--- config.mk ---
export PLATFORM = sky130hd
export DESIGN_NAME = tpsw_ctrl
export DESIGN_NICKNAME = d
export VERILOG_FILES = /design/src/rtl/tpsw_pkg.sv /design/src/rtl/tpsw_queue.sv /design/src/rtl/tpsw_timer.sv /design/src/rtl/tpsw_demand.sv /design/src/rtl/tpsw_decide.sv /design/src/rtl/tpsw_ctrl.sv
export SDC_FILE = /design/constraint.sdc
export NUM_CORES = 1
export LEC_CHECK = 0
export BUFFER_PORTS_ARGS = -buffer_cell sky130_fd_sc_hd__clkbuf_2
export CAP_MARGIN = 20
export CORE_ASPECT_RATIO = 1.1
export CORE_MARGIN = 2
export CORE_UTILIZATION = 30
export CTS_BUF_LIST = sky130_fd_sc_hd__clkbuf_4 sky130_fd_sc_hd__clkbuf_8
export DETAILED_ROUTE_END_ITERATION = 12
export HOLD_SLACK_MARGIN = 0.03
export SLEW_MARGIN = 20
export SYNTH_ARGS = -nofsm -noshare
export SYNTH_HDL_FRONTEND = slang
export SYNTH_SLANG_ARGS = --single-unit
export TNS_END_PERCENT = 100
--- constraint.sdc ---
create_clock -name clk -period 4.19 [get_ports clk]
set_input_delay 0.419 -clock clk [delete_from_list [all_inputs] [get_ports clk]]
set_output_delay 0.419 -clock clk [all_outputs]
set_load 0.01 [all_outputs]
--- src/rtl/tpsw_pkg.sv ---
package tpsw_pkg;

  typedef enum logic [1:0] {
    PH_STRAIGHT = 2'd0,
    PH_LEFT     = 2'd1,
    PH_PED      = 2'd2,
    PH_HOLD     = 2'd3
  } phase_e;

  localparam int NUM_ARMS = 2;

  function automatic int wider(input int a, input int b);
    return (a > b) ? a : b;
  endfunction

endpackage

--- src/rtl/tpsw_queue.sv ---
module tpsw_queue #(
  parameter int CNT_MAX = 50,
  localparam int CW = $clog2(CNT_MAX + 1)
) (
  input  logic          clk,
  input  logic          rst_n,
  input  logic          ent,
  input  logic          ext,
  output logic [CW-1:0] cnt,
  output logic          chg
);

  localparam logic [CW-1:0] CAP = CW'(CNT_MAX);

  logic up, dn;

  always_comb begin
    up  = ent && !ext && (cnt != CAP);
    dn  = ext && !ent && (cnt != '0);
    chg = up || dn;
  end

  always_ff @(posedge clk or negedge rst_n) begin
    if (!rst_n) begin
      cnt <= '0;
    end else if (up) begin
      cnt <= cnt + 1'b1;
    end else if (dn) begin
      cnt <= cnt - 1'b1;
    end
  end

endmodule

--- src/rtl/tpsw_timer.sv ---
module tpsw_timer #(
  parameter int TW          = 8,
  parameter int STALL_TICKS = 5,
  localparam int SCW = $clog2(STALL_TICKS + 1)
) (
  input  logic          clk,
  input  logic          rst_n,
  input  logic          tick,
  input  logic          clr,
  input  logic          fav_chg,
  output logic [TW-1:0] elapsed,
  output logic          stall_done
);

  localparam logic [TW-1:0]  TSAT = '1;
  localparam logic [SCW-1:0] SSAT = SCW'(STALL_TICKS);

  logic [SCW-1:0] stall;

  always_ff @(posedge clk or negedge rst_n) begin
    if (!rst_n) begin
      elapsed <= '0;
    end else if (clr) begin
      elapsed <= '0;
    end else if (tick && (elapsed != TSAT)) begin
      elapsed <= elapsed + 1'b1;
    end
  end

  // ticks since the favoured queue last moved
  always_ff @(posedge clk or negedge rst_n) begin
    if (!rst_n) begin
      stall <= '0;
    end else if (clr || fav_chg) begin
      stall <= '0;
    end else if (tick && (stall != SSAT)) begin
      stall <= stall + 1'b1;
    end
  end

  assign stall_done = (stall == SSAT);

endmodule

--- src/rtl/tpsw_demand.sv ---
module tpsw_demand #(
  parameter int CW = 6,
  parameter int AW = 4,
  parameter int BW = 4,
  localparam int FW = tpsw_pkg::wider(AW + CW, BW) + 2
) (
  input  logic [CW-1:0] n_own,
  input  logic [CW-1:0] n_other,
  input  logic [AW-1:0] alpha,
  input  logic [BW-1:0] beta,
  output logic          nonpos
);

  logic [AW+CW-1:0]     prod;
  logic signed [FW-1:0] f;

  always_comb begin
    prod   = AW'(alpha) * (AW+CW)'(n_own);
    f      = $signed(FW'(prod)) + $signed(FW'(beta)) - $signed(FW'(n_other));
    nonpos = f[FW-1] || (f == '0);
  end

endmodule

--- src/rtl/tpsw_decide.sv ---
module tpsw_decide
  import tpsw_pkg::*;
#(
  parameter int TW = 8
) (
  input  phase_e        phase,
  input  logic [TW-1:0] elapsed,
  input  logic [TW-1:0] smin,
  input  logic [TW-1:0] smax,
  input  logic [TW-1:0] lmin,
  input  logic [TW-1:0] lmax,
  input  logic [TW-1:0] plim,
  input  logic          fav_empty,
  input  logic          fav_nonpos,
  input  logic          stall_done,
  output logic          want
);

  always_comb begin
    want = 1'b0;
    unique case (phase)
      PH_STRAIGHT: want = (elapsed >= smin) &&
                          ((elapsed >= smax) || fav_empty || fav_nonpos);
      PH_LEFT:     want = (elapsed >= lmin) &&
                          ((elapsed >= lmax) || stall_done);
      PH_PED:      want = (elapsed >= plim);
      default:     want = 1'b0;
    endcase
  end

endmodule

--- src/rtl/tpsw_ctrl.sv ---
module tpsw_ctrl
  import tpsw_pkg::*;
#(
  parameter int CNT_MAX     = 50,
  parameter int AW          = 4,
  parameter int BW          = 4,
  parameter int TW          = 8,
  parameter int STALL_TICKS = 5,
  localparam int CW = $clog2(CNT_MAX + 1)
) (
  input  logic          clk,
  input  logic          rst_n,
  input  logic [1:0]    ent_pulse,
  input  logic [1:0]    ext_pulse,
  input  logic          tick,
  input  logic          tmr_clr,
  input  logic [1:0]    phase_kind,
  input  logic          fav_arm,
  input  logic [AW-1:0] alpha1,
  input  logic [BW-1:0] beta1,
  input  logic [AW-1:0] alpha2,
  input  logic [BW-1:0] beta2,
  input  logic [TW-1:0] tmin1,
  input  logic [TW-1:0] tmax1,
  input  logic [TW-1:0] tmin2,
  input  logic [TW-1:0] tmax2,
  input  logic [TW-1:0] lmin,
  input  logic [TW-1:0] lmax,
  input  logic [TW-1:0] plim,
  output logic          sw_req,
  output logic [CW-1:0] cnt1,
  output logic [CW-1:0] cnt2,
  output logic [TW-1:0] elapsed
);

  logic [CW-1:0] cnt     [NUM_ARMS];
  logic [AW-1:0] alpha_v [NUM_ARMS];
  logic [BW-1:0] beta_v  [NUM_ARMS];
  logic [NUM_ARMS-1:0] chg;
  logic [NUM_ARMS-1:0] nonpos;

  assign alpha_v[0] = alpha1;
  assign alpha_v[1] = alpha2;
  assign beta_v[0]  = beta1;
  assign beta_v[1]  = beta2;

  for (genvar g = 0; g < NUM_ARMS; g++) begin : g_arm
    tpsw_queue #(.CNT_MAX(CNT_MAX)) u_q (
      .clk (clk),
      .rst_n(rst_n),
      .ent (ent_pulse[g]),
      .ext (ext_pulse[g]),
      .cnt (cnt[g]),
      .chg (chg[g])
    );
    tpsw_demand #(.CW(CW), .AW(AW), .BW(BW)) u_d (
      .n_own  (cnt[g]),
      .n_other(cnt[NUM_ARMS-1-g]),
      .alpha  (alpha_v[g]),
      .beta   (beta_v[g]),
      .nonpos (nonpos[g])
    );
  end

  assign cnt1 = cnt[0];
  assign cnt2 = cnt[1];

  logic          fav_chg, fav_empty, fav_nonpos, stall_done;
  logic [TW-1:0] smin, smax;

  always_comb begin
    fav_chg    = fav_arm ? chg[1]    : chg[0];
    fav_empty  = fav_arm ? (cnt[1] == '0) : (cnt[0] == '0);
    fav_nonpos = fav_arm ? nonpos[1] : nonpos[0];
    smin       = fav_arm ? tmin2     : tmin1;
    smax       = fav_arm ? tmax2     : tmax1;
  end

  tpsw_timer #(.TW(TW), .STALL_TICKS(STALL_TICKS)) u_tmr (
    .clk       (clk),
    .rst_n     (rst_n),
    .tick      (tick),
    .clr       (tmr_clr),
    .fav_chg   (fav_chg),
    .elapsed   (elapsed),
    .stall_done(stall_done)
  );

  logic want;

  tpsw_decide #(.TW(TW)) u_dec (
    .phase     (phase_e'(phase_kind)),
    .elapsed   (elapsed),
    .smin      (smin),
    .smax      (smax),
    .lmin      (lmin),
    .lmax      (lmax),
    .plim      (plim),
    .fav_empty (fav_empty),
    .fav_nonpos(fav_nonpos),
    .stall_done(stall_done),
    .want      (want)
  );

  logic armed, fire;

  assign fire = want && armed && !tmr_clr;

  always_ff @(posedge clk or negedge rst_n) begin
    if (!rst_n) begin
      armed  <= 1'b1;
      sw_req <= 1'b0;
    end else begin
      sw_req <= fire;
      if (tmr_clr) begin
        armed <= 1'b1;
      end else if (fire) begin
        armed <= 1'b0;
      end
    end
  end

endmodule

Yosys cells after proc, flatten, opt, wreduce, memory -nomap -nowiden
Cells that the tools add are included.
- bits in registers: 25
- latch bits: 0
- memory bits (writable): 0
- ROM bits: 0
- bits of input ports: 83
- output and inout port bits: 21
- logic and storage cells: 85
- memories: 0
- add/sub/neg operators: 10
- multiply operators: 2
- div/mod/pow operators: 0
- magnitude comparators: 5
- equal/unequal tests: 7
- shift-type cells: 0
- mux-type cells: 16
- bitwise gates (word level): 0
- reduce and logical (&&, ||, !) cells: 39
- operator list (operator ; count):
    greater-or-equal comparator 8 bit ; 5
    2-to-1 mux 8 bit ; 4
    logical NOT 12 bit ; 2
    2-to-1 mux 6 bit ; 4
    subtractor 12 x 7 -> 12 bit ; 2
    adder 10 x 4 -> 11 bit ; 2
    multiplier 4 x 6 -> 10 bit ; 2
    logical AND 1 bit ; 14
    adder 6 x 1 -> 6 bit (second input constant) ; 2
    logical NOT 6 bit ; 2
    inequality test 6 bit (second input constant) ; 2
    nonzero test 6 bit ; 2
    subtractor 6 x 1 -> 6 bit (second input constant) ; 2
    nonzero test 2 bit ; 5
    adder 8 x 1 -> 8 bit (second input constant) ; 1
    logical OR 1 bit ; 8
    inequality test 8 bit (second input constant) ; 1
    2-to-1 mux 3 bit ; 2
    logical NOT 1 bit ; 5
    2-to-1 mux 1 bit ; 5
    adder 3 x 1 -> 3 bit (second input constant) ; 1
    equality test 3 bit (second input constant) ; 1
    inequality test 3 bit (second input constant) ; 1
    case mux 1 bit (3 select lines) ; 1
    other kinds (3) ; 3

Logic depth before layout (Yosys ltp)
- word-level depth: 13
- depth in mapped cells: 18
- mapped depth without buffers: 18

Cells and area by module
A second synthesis with hierarchy kept.
- cell total of the unflattened synthesis: 619
- area, all modules: 5470.2 um2
- by module, submodules not included (module ; instances ; cells an instance ; area each (um2) ; seq. area each (um2)):
    tpsw_demand at g_arm[0].u_d ; 1 ; 153 ; 1275.0 ; 0.0
    tpsw_demand at g_arm[1].u_d ; 1 ; 152 ; 1232.4 ; 0.0
    tpsw_decide ; 1 ; 137 ; 988.4 ; 0.0
    tpsw_queue ; 2 ; 42 ; 480.5 ; 150.1
    tpsw_timer ; 1 ; 62 ; 679.4 ; 275.3
    tpsw_ctrl ; 1 ; 31 ; 334.1 ; 51.3

Least setup slack after synthesis
No wires, ideal clock.
- path type: flip-flop to flip-flop
- start point: register g_arm[1].u_q.cnt[0]
- end point: register sw_req
- setup time: 0.078 ns
- data arrival time: 4.395 ns
- data required time: 4.112 ns
- slack: -0.283 ns
- cell stages (with the launch flop): 17
- path buffers: 0
- period minus slack after synthesis: 4.473 ns
- path through: dfrtp_1 > nand2_1 > fa_1 > fa_1 > fa_1 > inv_1 > ha_1 > xor2_1 > ha_1 > a21oi_2 > a21boi_1 > o21ai_0 > a211oi_1 > o31a_2 > o31ai_1 > o2111ai_1 > a21boi_1
- word-level cells in the longest chain between the ends: 11
- elaborated cells on any way between the ends: 17
- classes of those cells: 3 x add/sub; 1 x mul; 3 x mux; 10 x reduce/logical
- ends and longest elaborated chain (element ; RTL line ; source):
    start: declaration ; tpsw_queue.sv:9 ; output logic [CW-1:0] cnt,
    start signal: assignment ; tpsw_queue.sv:27 ; cnt <= cnt + 1'b1;
    start signal: assignment ; tpsw_queue.sv:29 ; cnt <= cnt - 1'b1;
    multiplier 4 x 6 -> 10 bit ; tpsw_demand.sv:18 ; prod = AW'(alpha) * (AW+CW)'(n_own);
    adder 10 x 4 -> 11 bit ; tpsw_demand.sv:19 ; f = $signed(FW'(prod)) + $signed(FW'(beta)) - $signed(FW'(n_other));
    subtractor 12 x 7 -> 12 bit ; tpsw_demand.sv:19 ;
    logical NOT 12 bit ; tpsw_demand.sv:20 ; nonpos = f[FW-1] || (f == '0);
    logical OR 1 bit ; tpsw_demand.sv:20 ;
    2-to-1 mux 1 bit ; tpsw_ctrl.sv:74 ; fav_nonpos = fav_arm ? nonpos[1] : nonpos[0];
    logical OR 1 bit * ; tpsw_decide.sv:23 ; ((elapsed >= smax) || fav_empty || fav_nonpos);
    logical AND 1 bit * ; tpsw_decide.sv:22 ; PH_STRAIGHT: want = (elapsed >= smin) &&
    case mux 1 bit (3 select lines) * ; tpsw_decide.sv:21 ; unique case (phase)
    logical AND 1 bit * (2 in a row) ; tpsw_ctrl.sv:107 ; assign fire = want && armed && !tmr_clr;
    named net fire ; tpsw_ctrl.sv:105 ; logic armed, fire;
    end signal: assignment ; tpsw_ctrl.sv:114 ; sw_req <= fire;
    end: declaration ; tpsw_ctrl.sv:30 ; output logic sw_req,
Mark *: on every way through the listed nets, which the timed path passes. The rest lies on a longest branch.
A chain may end at the register's enable or synchronous reset.

Final worst setup path
- start point: register g_arm[0].u_q.cnt[2]
- end point: register armed
- word-level cells in the longest chain between the ends: 12
- elaborated cells on any way between the ends: 18
- classes of those cells: 3 x add/sub; 1 x mul; 3 x mux; 11 x reduce/logical
- ends and longest elaborated chain (element ; RTL line ; source):
    start: declaration ; tpsw_queue.sv:9 ;
    start signal: assignment ; tpsw_queue.sv:27 ;
    start signal: assignment ; tpsw_queue.sv:29 ;
    multiplier 4 x 6 -> 10 bit ; tpsw_demand.sv:18 ;
    adder 10 x 4 -> 11 bit ; tpsw_demand.sv:19 ;
    subtractor 12 x 7 -> 12 bit ; tpsw_demand.sv:19 ;
    logical NOT 12 bit ; tpsw_demand.sv:20 ;
    logical OR 1 bit ; tpsw_demand.sv:20 ;
    2-to-1 mux 1 bit ; tpsw_ctrl.sv:74 ;
    logical OR 1 bit * ; tpsw_decide.sv:23 ;
    logical AND 1 bit * ; tpsw_decide.sv:22 ;
    case mux 1 bit (3 select lines) * ; tpsw_decide.sv:21 ;
    logical AND 1 bit * (2 in a row) ; tpsw_ctrl.sv:107 ;
    nonzero test 2 bit (no source line) * ; - ;
    end signal: assignment ; tpsw_ctrl.sv:111 ; armed <= 1'b1;
    end signal: assignment ; tpsw_ctrl.sv:116 ; armed <= 1'b1;
    end signal: assignment ; tpsw_ctrl.sv:118 ; armed <= 1'b0;
    end: declaration ; tpsw_ctrl.sv:105 ;
Mark *: on every way between the ends. The rest lies on a longest branch, timed or not.

==> flow_metrics.env <==
export IMPL_outcome="finished, violations left"
export IMPL_violations="setup timing"
export IMPL_num_rows=48
export IMPL_async_reset_ff_share_pct=100
export IMPL_grt_total_usage_pct=14.8
export IMPL_fmax_mhz=236
export IMPL_finalCritPeriodShare_pct=101
export IMPL_nNetsFinal=900
export IMPL_end_kind="register"
export IMPL_ys_seq_area_share_pct=13.2
export IMPL_finalClockSkew_ns=0.0117
export IMPL_cap_violations=0
export IMPL_syn_area_per_cell_um2=8.89
export IMPL_setup_viol=2
export IMPL_synth_mux_area_share_pct=4.96
export IMPL_n_antenna_cell=0
export IMPL_timing_rr_start="g_arm[0].u_q.cnt[2]"
export IMPL_hold_violations=0
export IMPL_required_ns=4.42
export IMPL_period_minus_slack_ns=4.25
export IMPL_ys_types=60
export IMPL_critPathLaunchType="register"
export IMPL_wl_per_cell_um=13.6
export IMPL_core_area_um2=15600
export IMPL_drc_errors=0
export IMPL_synth_area_leader_cell="ha_1"
export IMPL_drt_pass1_iter_count=4
export IMPL_synthAdderAreaFrac_pct=39.5
export IMPL_pin_count=104
export IMPL_synth_compound_area_share_pct=15.8
export IMPL_yosys_warnings=0
export IMPL_path_max_fanout=4
export IMPL_reg2reg_to="armed"
export IMPL_dr_first_iter_drc_count=114
export IMPL_antenna_found_initial=0
export IMPL_grt_overflow_total=0
export IMPL_num_vias=4215
export IMPL_cts_htree_levels=1
export IMPL_netlist_area_um2=4770
export IMPL_final_common_cell="ha_1"
export IMPL_grt_pass1_wl_mm=20.2
export IMPL_ant_nets=0
export IMPL_port_buffers=103
export IMPL_rsz0062_at_grt="true"
export IMPL_area_growth_pct=27.6
export IMPL_worstPathArrival_ns=4.48
export IMPL_relSlewSlack_pct=54.8
export IMPL_cp_top_family="adder cells"
export IMPL_mostFrequentLayoutCells="ha_1 (104), clkbuf_2 (103), inv_1 (60)"
export IMPL_ys_ff_latch=25
export IMPL_gp_congestion=0.799
export IMPL_start_util_pct=30.5
export IMPL_crit_top_cell="fa_1"
export IMPL_critPathBufInv=1
export IMPL_slew_violations=0
export IMPL_yosys_top_cells_area="ha_1 (29%), dfrtp_1 (13%), fa_1 (11%)"
export IMPL_final_util_pct=39.0
export IMPL_die_h_um=136
export IMPL_reg2reg_slack_ns=-0.06
export IMPL_dieWidth_um=124
export IMPL_cp_num_cells=16
export IMPL_synthSimpleGateAreaFrac_pct=16.6
export IMPL_min_path_type="in2async"
export IMPL_crit_chain="nand2_2 > fa_1 > fa_1 > fa_1 > inv_2 > ha_4 > xor2_1 > ha_1 > a21oi_2 > nand2_1 > and2_4 > or3_4 > o211a_1 > a211oi_2 > o311a_1 > o211a_1"
export IMPL_die_area_um2=16900
export IMPL_drive_gt1_share_pct=29.8
export IMPL_clkSlewWorstSetupHoldPaths_ns=0.11
export IMPL_reg2reg_depth=16
export IMPL_place_ws_ns=-0.289
export IMPL_synth_enable_flop_cells=0
export IMPL_synth_top_family_by_area="adder cells"
export IMPL_routed_wl_mm=12.0
export IMPL_tightest_slew_ns=0.678
export IMPL_synthXorXnorAreaFrac_pct=4.78
export IMPL_nFillCells=1620
export IMPL_syn_num_nets=754
export IMPL_crit_path_top_delay_cell="fa_1"
export IMPL_setup_ws_ns=-0.0562
export IMPL_whs_ns=0.143
export IMPL_timing_critical_path_slowest_cell_delay_ns=0.55
export IMPL_cts_tree="yes"
export IMPL_synth_top_cell_area_share_pct=28.6
export IMPL_cts_buffer_depth=2
export IMPL_syn_inst=536
export IMPL_synth_ff_type="dfrtp_1"
export IMPL_via_per_inst=4.78
export IMPL_clock_latency_ns=0.29
export IMPL_root_buffer="clkbuf_8"
export IMPL_grt_max_degree=26
export IMPL_path_class="reg2reg"
export IMPL_cts_buffers=3
export IMPL_first_global_vias=4407
export IMPL_setup_tns_ns=-0.110
export IMPL_clock_sinks=25
export IMPL_dp_hpwl_mm=10.1
-- per-stage QoR --
stage | cell area (µm²) | std cells
floorplan | 4810 | 536
global placement | 5850 | 873
detailed placement | 5850 | 873
CTS | 5970 | 879
global route | 6080 | 881
finish | 6080 | 881
-- worst register-to-register path, cell delays in order, from the launching register on --
cell	delay (ns)
dfrtp_2	0.39
nand2_2	0.06
fa_1	0.55
fa_1	0.44
fa_1	0.54
inv_2	0.05
ha_4	0.27
xor2_1	0.15
ha_1	0.28
a21oi_2	0.13
nand2_1	0.08
and2_4	0.16
or3_4	0.37
o211a_1	0.23
a211oi_2	0.14
o311a_1	0.22
o211a_1	0.15
-- sequential cells by signal, indices dropped and copies added (netlist names) --
| register | flops |
|---|---|
| u_tmr.stall | 3 |
| sw_req | 1 |
| u_tmr.elapsed | 8 |
| armed | 1 |
| g_arm.u_q.cnt | 12 |
-- cell usage after synthesis, types with 5 or more instances --
library cell	instances
nand2b_1	8
inv_1	61
and2_1	36
xnor2_1	13
a211oi_1	7
ha_1	109
nor3_1	7
nand2_1	32
xor2_1	13
mux2i_1	18
nor4_1	5
nor2_1	28
dfrtp_1	24
fa_1	26
nand3_1	8
o21ai_0	16
a21oi_1	33
mux2_2	5
a21o_1	15
-- metal layers --
metal / GRT usage, % / share of wire [%]
met1: 18.7 / 45
met2: 26.5 / 48
met3: 3.31 / 5.4
met4: 1.37 / 0.81
met5: 0 / 0
-- final cells by class --
class / instances / area (µm²) / share of cell area [%]
timing repair buffer: 145 / 831 / 13.7
clock buffer: 3 / 41.3 / 0.679
tap: 200 / 250 / 4.11
inverter: 61 / 229 / 3.76
multi-input combinational: 446 / 4090 / 67.2
clock inverter: 1 / 8.76 / 0.144
sequential: 25 / 633 / 10.4
-- worst max path at each step --
stage                     slack [ns]                 from     end
after global routing           -0.25  g_arm[0].u_q.cnt[2]   armed
after floorplan               -0.009  g_arm[1].u_q.cnt[0]  sw_req
final                          -0.06  g_arm[0].u_q.cnt[2]   armed
after detailed placement       -0.29            alpha2[3]  sw_req
after CTS                      -0.12  g_arm[1].u_q.cnt[1]  sw_req
after global placement         -0.21            alpha2[3]  sw_req
-- repair_timing --
action,4_1_cts,5_1_grt
setup buffers,2,2
gates resized for setup,12,17
pin swaps,12,23
hold buffers,0,0
cloned,0,0
endpoints found under the setup margin,2,2
-- cells by family (layout without fill, tap and decap cells) --
family	after synthesis	count (layout)
DFF	25	25
muxes	23	23
xor gates and xnor gates	26	26
AOI/OAI and AO/OA	112	112
buffers and inverters	65	210
adders and majority gates	135	135
and+or+nand+nor	150	150
Power is not shown: default switching activity piles up to over one toggle a cycle in this logic, so the estimate is an artifact.
